File: config.mk
export PLATFORM = sky130hd
export DESIGN_NAME = dlms_wupd_array
export DESIGN_NICKNAME = d
export VERILOG_FILES = /design/src/rtl/dlms_pkg.sv /design/src/rtl/dlms_ppg.sv /design/src/rtl/dlms_mac_lane.sv /design/src/rtl/dlms_wupd_array.sv
export SDC_FILE = /design/constraint.sdc
export NUM_CORES = 2
export LEC_CHECK = 0
export ABC_CLOCK_PERIOD_IN_PS = 5300
export BUFFER_PORTS_ARGS = -buffer_cell sky130_fd_sc_hd__buf_2
export CORE_MARGIN = 4
export CORE_UTILIZATION = 50
export DETAILED_ROUTE_END_ITERATION = 16
export PLACE_DENSITY = 0.67
export SLEW_MARGIN = 20
export SYNTH_ARGS = -nofsm -noshare
export SYNTH_HDL_FRONTEND = slang
export SYNTH_SLANG_ARGS = --single-unit
File: constraint.sdc
create_clock -name clk -period 5.3 [get_ports clk]
set_clock_uncertainty 0.15 [all_clocks]
set_input_delay 1.06 -clock clk [delete_from_list [all_inputs] [get_ports clk]]
set_output_delay 1.06 -clock clk [all_outputs]
set_load 0.02 [all_outputs]
File: src/rtl/dlms_pkg.sv
package dlms_pkg;

  // Two-bit radix-4 digit of a sample
  typedef enum logic [1:0] {
    DIG_ZERO  = 2'b00,
    DIG_ONE   = 2'b01,
    DIG_TWO   = 2'b10,
    DIG_THREE = 2'b11
  } dig_e;

endpackage

File: src/rtl/dlms_ppg.sv
module dlms_ppg
  import dlms_pkg::*;
#(
  parameter int DW = 8
) (
  input  logic [DW-1:0]              x_in,
  input  logic [DW+1:0]              m1,
  input  logic [DW+1:0]              m2,
  input  logic [DW+1:0]              m3,
  input  logic [DW+1:0]              mn1,
  input  logic [DW+1:0]              mn2,
  output logic [(DW/2)*(DW+2)-1:0]   pp_flat
);

  localparam int NDIG = DW / 2;
  localparam int PW   = DW + 2;

  for (genvar k = 0; k < NDIG; k++) begin : g_dig
    logic [1:0] dg;
    assign dg = x_in[2*k +: 2];

    if (k == NDIG - 1) begin : g_top
      // signed top digit: 0, +1, -2, -1
      always_comb begin
        case (dig_e'(dg))
          DIG_ONE:   pp_flat[k*PW +: PW] = m1;
          DIG_TWO:   pp_flat[k*PW +: PW] = mn2;
          DIG_THREE: pp_flat[k*PW +: PW] = mn1;
          default:   pp_flat[k*PW +: PW] = '0;
        endcase
      end
    end else begin : g_low
      always_comb begin
        case (dig_e'(dg))
          DIG_ONE:   pp_flat[k*PW +: PW] = m1;
          DIG_TWO:   pp_flat[k*PW +: PW] = m2;
          DIG_THREE: pp_flat[k*PW +: PW] = m3;
          default:   pp_flat[k*PW +: PW] = '0;
        endcase
      end
    end
  end

endmodule

File: src/rtl/dlms_mac_lane.sv
module dlms_mac_lane #(
  parameter int DW = 8
) (
  input  logic          clk,
  input  logic          rst_n,
  input  logic          v1,
  input  logic          v2,
  input  logic [DW-1:0] x_in,
  input  logic [DW+1:0] m1,
  input  logic [DW+1:0] m2,
  input  logic [DW+1:0] m3,
  input  logic [DW+1:0] mn1,
  input  logic [DW+1:0] mn2,
  output logic [DW-1:0] w_out
);

  localparam int NDIG = DW / 2;
  localparam int PW   = DW + 2;
  localparam int PRW  = 2 * DW;
  localparam int HALF = NDIG / 2;
  localparam logic signed [PRW:0] WMAX = (PRW+1)'((2 ** (DW-1)) - 1);
  localparam logic signed [PRW:0] WMIN = (PRW+1)'(-(2 ** (DW-1)));

  logic [NDIG*PW-1:0] pp_flat;
  logic [PRW-1:0]     lo_d, hi_d, lo_q, hi_q;
  logic [PRW-1:0]     prod;
  logic signed [PRW:0] sum_s;
  logic [DW-1:0]      w_sat, w_d, w_q;

  dlms_ppg #(.DW(DW)) ppg_i (
    .x_in    (x_in),
    .m1      (m1),
    .m2      (m2),
    .m3      (m3),
    .mn1     (mn1),
    .mn2     (mn2),
    .pp_flat (pp_flat)
  );

  // split shift-add tree: lower digits and upper digits
  always_comb begin
    logic [PRW-1:0] ext;
    lo_d = '0;
    hi_d = '0;
    for (int k = 0; k < NDIG; k++) begin
      ext = {{(PRW-PW){pp_flat[k*PW+PW-1]}}, pp_flat[k*PW +: PW]};
      if (k < HALF) lo_d = lo_d + (ext << (2*k));
      else          hi_d = hi_d + (ext << (2*k));
    end
  end

  // final add of the tree, accumulate and clamp
  always_comb begin
    prod  = lo_q + hi_q;
    sum_s = $signed({prod[PRW-1], prod}) +
            $signed({{(PRW+1-DW){w_q[DW-1]}}, w_q});
    if (sum_s > WMAX)      w_sat = WMAX[DW-1:0];
    else if (sum_s < WMIN) w_sat = WMIN[DW-1:0];
    else                   w_sat = sum_s[DW-1:0];
    w_d = v2 ? w_sat : w_q;
  end

  always_ff @(posedge clk or negedge rst_n) begin
    if (!rst_n) begin
      lo_q <= '0;
      hi_q <= '0;
    end else if (v1) begin
      lo_q <= lo_d;
      hi_q <= hi_d;
    end
  end

  always_ff @(posedge clk or negedge rst_n) begin
    if (!rst_n) w_q <= '0;
    else        w_q <= w_d;
  end

  assign w_out = w_q;

  // no accepted update at the accumulator, coefficient holds
  a_r4_freeze: assert property (@(posedge clk) disable iff (!rst_n)
    !v2 |=> $stable(w_q));

  // adding a non-negative product never lowers the coefficient
  a_r5_no_drop: assert property (@(posedge clk) disable iff (!rst_n)
    (v2 && !prod[PRW-1]) |=> ($signed(w_q) >= $signed($past(w_q))));

  // adding a negative product never raises the coefficient
  a_r6_no_rise: assert property (@(posedge clk) disable iff (!rst_n)
    (v2 && prod[PRW-1]) |=> ($signed(w_q) <= $signed($past(w_q))));

  // a zero scaled error yields a zero product after the tree register
  a_r2_zero_err: assert property (@(posedge clk) disable iff (!rst_n)
    (v1 && m1 == '0) |=> (prod == '0));

endmodule

File: src/rtl/dlms_wupd_array.sv
module dlms_wupd_array #(
  parameter int N_TAPS   = 8,
  parameter int DW       = 8,
  parameter int MU_SHIFT = 2
) (
  input  logic                 clk,
  input  logic                 rst_n,
  input  logic                 upd_en,
  input  logic [DW-1:0]        err_in,
  input  logic [N_TAPS*DW-1:0] taps_in,
  output logic [N_TAPS*DW-1:0] wts_out
);

  localparam int PW = DW + 2;

  logic [N_TAPS*DW-1:0] x_d, x_q;
  logic [DW-1:0]        err_d, err_q;
  logic                 v1_q, v2_q;
  logic signed [DW-1:0] s_err;
  logic [PW-1:0]        m1, m2, m3, mn1, mn2;

  // stage 1: sample register ahead of the partial-product generators
  always_comb begin
    x_d   = upd_en ? taps_in : x_q;
    err_d = upd_en ? err_in  : err_q;
  end

  always_ff @(posedge clk or negedge rst_n) begin
    if (!rst_n) begin
      x_q   <= '0;
      err_q <= '0;
      v1_q  <= 1'b0;
      v2_q  <= 1'b0;
    end else begin
      x_q   <= x_d;
      err_q <= err_d;
      v1_q  <= upd_en;
      v2_q  <= v1_q;
    end
  end

  // step size by shift, multiples shared by all lanes
  always_comb begin
    s_err = $signed(err_q) >>> MU_SHIFT;
    m1    = {{2{s_err[DW-1]}}, s_err};
    m2    = {m1[PW-2:0], 1'b0};
    m3    = m1 + m2;
    mn1   = '0 - m1;
    mn2   = '0 - m2;
  end

  for (genvar i = 0; i < N_TAPS; i++) begin : g_lane
    dlms_mac_lane #(.DW(DW)) lane_i (
      .clk   (clk),
      .rst_n (rst_n),
      .v1    (v1_q),
      .v2    (v2_q),
      .x_in  (x_q[i*DW +: DW]),
      .m1    (m1),
      .m2    (m2),
      .m3    (m3),
      .mn1   (mn1),
      .mn2   (mn2),
      .w_out (wts_out[i*DW +: DW])
    );
  end

endmodule

After elaboration in Yosys (flattened, before gate mapping):

Cells that the tools add are included.

* input port bits: 75
* output and inout port bits: 64
* logic and storage cells: 223
* register bits: 394

* order comparisons: 16
* equal/unequal tests: 96
* add/sub/neg operators: 35
* muxes and demuxes: 48

Operator list (number)
* 10-bit case mux with 3 select lines: 32
* 16-bit adder: 16
* 16-bit by 8-bit adder with 17-bit output: 8
* 17-bit by 8-bit greater-than comparator with 1-bit output, second input constant: 8
* 17-bit by 8-bit < comparator with 1-bit output, second input constant: 8
* 2-bit equality test, second input constant: 64
* 8-bit 2-to-1 mux: 16
* 10-bit by 12-bit adder with 13-bit output: 8
* 2-bit by 1-bit equality test with 1-bit output, second input constant: 32
* 6-bit by 7-bit adder with 8-bit output: 1
* 1-bit by 7-bit subtractor with 8-bit output, first input constant: 1
* 1-bit by 6-bit subtractor with 7-bit output, first input constant: 1

Logic depth before layout (Yosys ltp):

* word-level depth: 5
* gate-level depth with buffers: 22
* depth with buffers taken out: 22

Cells and area by module:

Synthesis repeated with hierarchy kept, for this count alone.

* cells, all modules: 3839
* area, all modules: 35785.6 µm²

Modules (own cells, without submodules)
* dlms_mac_lane (g_lane[0].lane_i ...): sequential area each 825.8 µm², area an instance 3158.0 µm², instances 6, cells each 354
* dlms_ppg: sequential area each 0.0 µm², area an instance 913.4 µm², instances 8, cells each 96
* dlms_mac_lane (g_lane[6].lane_i): sequential area each 825.8 µm², area an instance 3405.8 µm², instances 1, cells each 394
* dlms_mac_lane (g_lane[2].lane_i): sequential area each 825.8 µm², area an instance 3181.8 µm², instances 1, cells each 359
* dlms_wupd_array: sequential area each 1801.7 µm², area an instance 2942.8 µm², instances 1, cells each 194

Least setup slack after synthesis:

OpenSTA, ideal clock, no wires.

* kind: register to register
* start: register g_lane[2].lane_i.hi_q[4]
* end: register g_lane[2].lane_i.w_q[2]
* slack: 0.997 ns
* stages on the path, launching flop included: 20
* library setup time: 0.083 ns
* path buffers: 1
* arrival time: 4.070 ns
* period minus slack after synthesis: 4.303 ns
* data required time: 5.067 ns
* path through: dfrtp_1 -> ha_1 -> inv_1 -> fa_1 -> nor2b_1 -> o21ai_0 -> a21boi_0 -> o21ai_0 -> a21boi_0 -> nor2_1 -> ha_1 -> clkbuf_1 -> nand4_1 -> or4b_2 -> a21o_1 -> a221oi_1 -> nand4b_1 -> o41ai_2 -> nand2_2 -> o22ai_1

* word-level cells in the longest chain between the ends: 5
* elaborated cells on any way between the ends: 6
* those cells by class: 2 x add/sub; 2 x order compare; 2 x mux

Ends and longest elaborated chain
* from (decl): RTL line dlms_mac_lane.sv:25 `logic [PRW-1:0] lo_d, hi_d, lo_q, hi_q;`
* from (signal assigned): RTL line dlms_mac_lane.sv:69 `hi_q <= hi_d;`
* 16-bit adder (*): RTL line dlms_mac_lane.sv:54 `prod = lo_q + hi_q;`
* 16-bit by 8-bit adder with 17-bit output (*): RTL line dlms_mac_lane.sv:55 `sum_s = $signed({prod[PRW-1], prod}) +`
* 17-bit by 8-bit < comparator with 1-bit output: RTL line dlms_mac_lane.sv:58 `else if (sum_s < WMIN) w_sat = WMIN[DW-1:0];`
* 8-bit 2-to-1 mux: RTL line dlms_mac_lane.sv:58
* 8-bit 2-to-1 mux (*): RTL line dlms_mac_lane.sv:57 `if (sum_s > WMAX) w_sat = WMAX[DW-1:0];`
* to (signal assigned): RTL line dlms_mac_lane.sv:75 `else w_q <= w_d;`
* to (decl): RTL line dlms_mac_lane.sv:28 `logic [DW-1:0] w_sat, w_d, w_q;`

Mark *: on every way between the ends. The rest lies on a longest branch, timed or not.
A chain may end at the register's enable or synchronous reset.

Worst setup path after layout:

* start: register err_q[3]
* end: register g_lane[1].lane_i.hi_q[14]

* word-level cells in the longest chain between the ends: 3
* elaborated cells on any way between the ends: 6
* those cells by class: 4 x add/sub; 2 x mux

Ends and longest elaborated chain
* from (decl): RTL line dlms_wupd_array.sv:17 `logic [DW-1:0] err_d, err_q;`
* from (signal assigned): RTL line dlms_wupd_array.sv:36 `err_q <= err_d;`
* 6-bit by 7-bit adder with 8-bit output, or another cell as far along: RTL line dlms_wupd_array.sv:47 `m3 = m1 + m2;`
* 10-bit case mux with 3 select lines (on tied branches): RTL line dlms_ppg.sv:34, dlms_ppg.sv:25
* 16-bit adder (*): RTL line dlms_mac_lane.sv:48 `else hi_d = hi_d + (ext << (2*k));`
* to (signal assigned): RTL line dlms_mac_lane.sv:69
* to (decl): RTL line dlms_mac_lane.sv:25

Marks and branches as above.

==> summary.md <==
| Metric | Value |
|---|---|
| Bufs on Longest Clock Path | `3` |
| Slew @ Worst Pin | `1040 ps` |
| Area Growth Syn to Fin | `9.20%` |
| Wire per inst | `17.2 um` |
| Mapped Avg Cell Area | `8.43 sq um` |
| Fillers | `5830` |
| Register area | `8420 sq um` |
| Routed Antenna Nets | `0` |
| DR DRC count | `0` |
| CP Class | `reg2reg` |
| Initial antenna violation count | `1` |
| Via count of the routed design | `26900` |
| GRT Resource Usage Total | `23.4%` |
| First-pass iteration count of the detailed router | `5` |
| Worst-skew pair later-pin latency | `580 ps` |
| Post-DP Area | `33000 sq um` |
| EDFF count, synth | `0` |
| Crit path DAT | `5230 ps` |
| Post-Syn Instances | `3748` |
| Flops & latches, synth | `336` |
| CTS tree | `built` |
| Proportion of synthesized chip area in sequential cells | `26.6%` |
| Total negative setup slack | `0 ps` |
| Yosys Warn Count | `0` |
| GP Congestion | `0.863` |
| Critical-path maximum fanout | `28` |
| CP Launch Type | `flip-flop` |
| Largest net degree at the start of global routing | `189` |
| DRT Wirelength | `80.0 mm` |
| # rows | `91` |
| Min cycle time layout | `4890 ps` |
| HP Class | `reg2reg` |
| Final hold viol count | `0` |
| Initial drt markers | `1632` |
| Layout Nets | `4260` |
| # setup viols final | `0` |
| Cell area after layout | `34500 sq um` |
| Tcrit/Tclk final | `92.2%` |
| Port Buf Inserts | `136` |
| Die height | `259 um` |
| Netlist cell types | `81` |
| Core area | `62200 sq um` |
| CTS clk-pin slew, worst paths | `60 ps` |
| Hold Buf Count CTS | `0` |
| Starting Density | `50.8%` |
| Vias in the first global route | `25600` |
| Synth async-reset ratio | `100%` |
| Max-slew violations | `0` |
| IO Count | `139` |
| WP data required | `5640 ps` |
| Fin worst setup slack | `413 ps` |
| Max_cap viols | `0` |
| Place WS | `380 ps` |
| Post-DP HPWL | `57.2 mm` |
| Syn_nets | `4218` |
| Total CTS buffers | `43` |
| Status | `finished, final reports clean` |
| Synth Flop Type | `dfrtp_1` |
| Multi-input gate area | `21700 sq um` |
| Die ar. | `67300 sq um` |
| Global-route wire length before repair | `131 mm` |
| Via density | `5.76` |
| Worst setup EP type | `flip-flop` |
| CTS root buf | `clkbuf_16` |
| Gr ovfl total | `0` |
| Chip width | `259 um` |
| Maximum clock rate | `205 MHz` |
| Synthesized cell area | `31600 sq um` |
| Unrepaired setup endpoints after global routing | `false` |
| CTS sink cnt | `336` |
| H-tree Lvls | `2` |
| Relative slew slack | `30.1%` |
| Layout cells sized above 1 | `12.1%` |
metal layers:
layer	up-vias	wire length [um]	GRT usage [%]	share of wire [%]
met4	0	2710	7.69	3.4
li1	13500	-	-	-
met3	146	3740	2.87	4.7
met5	-	0	0	0
met1	12700	37300	32.5	47
met2	553	36200	38.1	45
layout by cell type, fill, tap and decap left out, types with 36 or more instances in the layout:
| master | instances |
|---|---|
| ha_1 | 362 |
| nor2_1 | 353 |
| dfrtp_1 | 331 |
| nand2_1 | 323 |
| o21ai_0 | 322 |
| a21oi_1 | 279 |
| inv_1 | 218 |
| xnor2_1 | 185 |
| mux2_2 | 168 |
| buf_2 | 134 |
| a22o_1 | 97 |
| xor2_1 | 75 |
| o21bai_1 | 72 |
| nor2b_1 | 67 |
| a21o_1 | 66 |
| nand3_1 | 64 |
| clkbuf_16 | 45 |
| and3_1 | 41 |
| nand2b_1 | 38 |
| nor3_1 | 36 |
| buf_4 | 36 |
per-stage QoR:
step	hold slack (ps)	util, %	std cells
floorplan	202	-	3748
global placement	330	53.1	4582
detailed placement	340	53.1	4582
CTS	353	55.5	4660
global route	367	55.5	4661
finish	348	55.5	4661
registers in the layout, indices dropped and copies added, names as in the netlist:
name                 flops
g_lane.lane_i.w_out     64
x_q                     64
g_lane.lane_i.lo_q     104
g_lane.lane_i.hi_q      96
v2_q                     1
err_q                    6
v1_q                     1
critical path, cell delays in order, from the launching register on:
cell and delay [ps]:
dfrtp_2 570, clkinv_1 120, buf_4 350, ha_1 570, nand2_1 570, xnor2_1 810
o21ai_0 220, nand2_1 110, nand2_1 80, ha_1 320, inv_1 80, o21bai_1 100
a2111oi_0 450, nor2_1 120, a21oi_1 170
Yosys cell counts (13+ instances only):
| library cell | n | area share [%] |
|---|---|---|
| a2111oi_0 | 13 | 0.36 |
| a211oi_1 | 20 | 0.48 |
| a21boi_0 | 35 | 0.83 |
| a21o_1 | 66 | 1.6 |
| a21oi_1 | 280 | 4.4 |
| a221o_1 | 15 | 0.48 |
| a22o_1 | 97 | 2.7 |
| a22oi_1 | 23 | 0.55 |
| a31oi_1 | 17 | 0.34 |
| and2_1 | 19 | 0.38 |
| and3_1 | 41 | 0.81 |
| buf_1 | 19 | 0.23 |
| clkbuf_1 | 155 | 1.8 |
| dfrtp_1 | 336 | 27 |
| fa_1 | 33 | 2.1 |
| ha_1 | 362 | 14 |
| inv_1 | 220 | 2.6 |
| mux2_2 | 168 | 6.0 |
| nand2_1 | 323 | 3.8 |
| nand2b_1 | 38 | 0.75 |
| nand3_1 | 64 | 1.0 |
| nand4_1 | 14 | 0.28 |
| nor2_1 | 353 | 4.2 |
| nor2b_1 | 67 | 1.3 |
| nor3_1 | 36 | 0.57 |
| o211ai_1 | 24 | 0.57 |
| o21a_1 | 30 | 0.71 |
| o21ai_0 | 322 | 5.1 |
| o21bai_1 | 72 | 1.7 |
| o22ai_1 | 23 | 0.46 |
| or4_1 | 13 | 0.31 |
| xnor2_1 | 189 | 5.2 |
| xor2_1 | 75 | 2.1 |
cell type report:
cell class	instances	area share [%]
Multi-Input combinational cell	3011	63.0
Sequential cell	336	24.4
Clock buffer	59	3.65
Tap cell	837	3.04
Timing Repair Buffer	174	2.94
Inverter	224	2.44
Clock inverter	19	0.558
Antenna cell	1	0.00725
what timing repair did:
action,in CTS,in global routing
setup buffers,0,0
endpoints found under the setup margin,0,14
gates resized for setup,0,5
endpoints found under the hold margin,0,0
cells by family after synthesis:
| kind of cell | synth area share [%] |
|---|---|
| AOI/OAI and AO/OA | 23.4 |
| muxes | 6.37 |
| DFF | 26.6 |
| xor gates and xnor gates | 7.32 |
| adders and majority gates | 16.4 |
| buffers and inverters | 4.78 |
| and+or+nand+nor | 15.1 |
worst paths after layout:
kind	start	to	slack (ps)	depth (start not counted)
max	err_q[3]	g_lane[1].lane_i.hi_q[14]	410	14
min	g_lane[3].lane_i.lo_q[10]	g_lane[3].lane_i.lo_q[10]	350	2
max reg2reg	err_q[3]	g_lane[1].lane_i.hi_q[14]	410	14
min reg2reg	g_lane[3].lane_i.lo_q[10]	g_lane[3].lane_i.lo_q[10]	350	2
max in group asynchronous	rst_n	v2_q	3590	2
min in group asynchronous	rst_n	g_lane[1].lane_i.w_out[7]	380	1
Power is not shown: default switching activity piles up to over one toggle a cycle in this logic, so the estimate is an artifact.
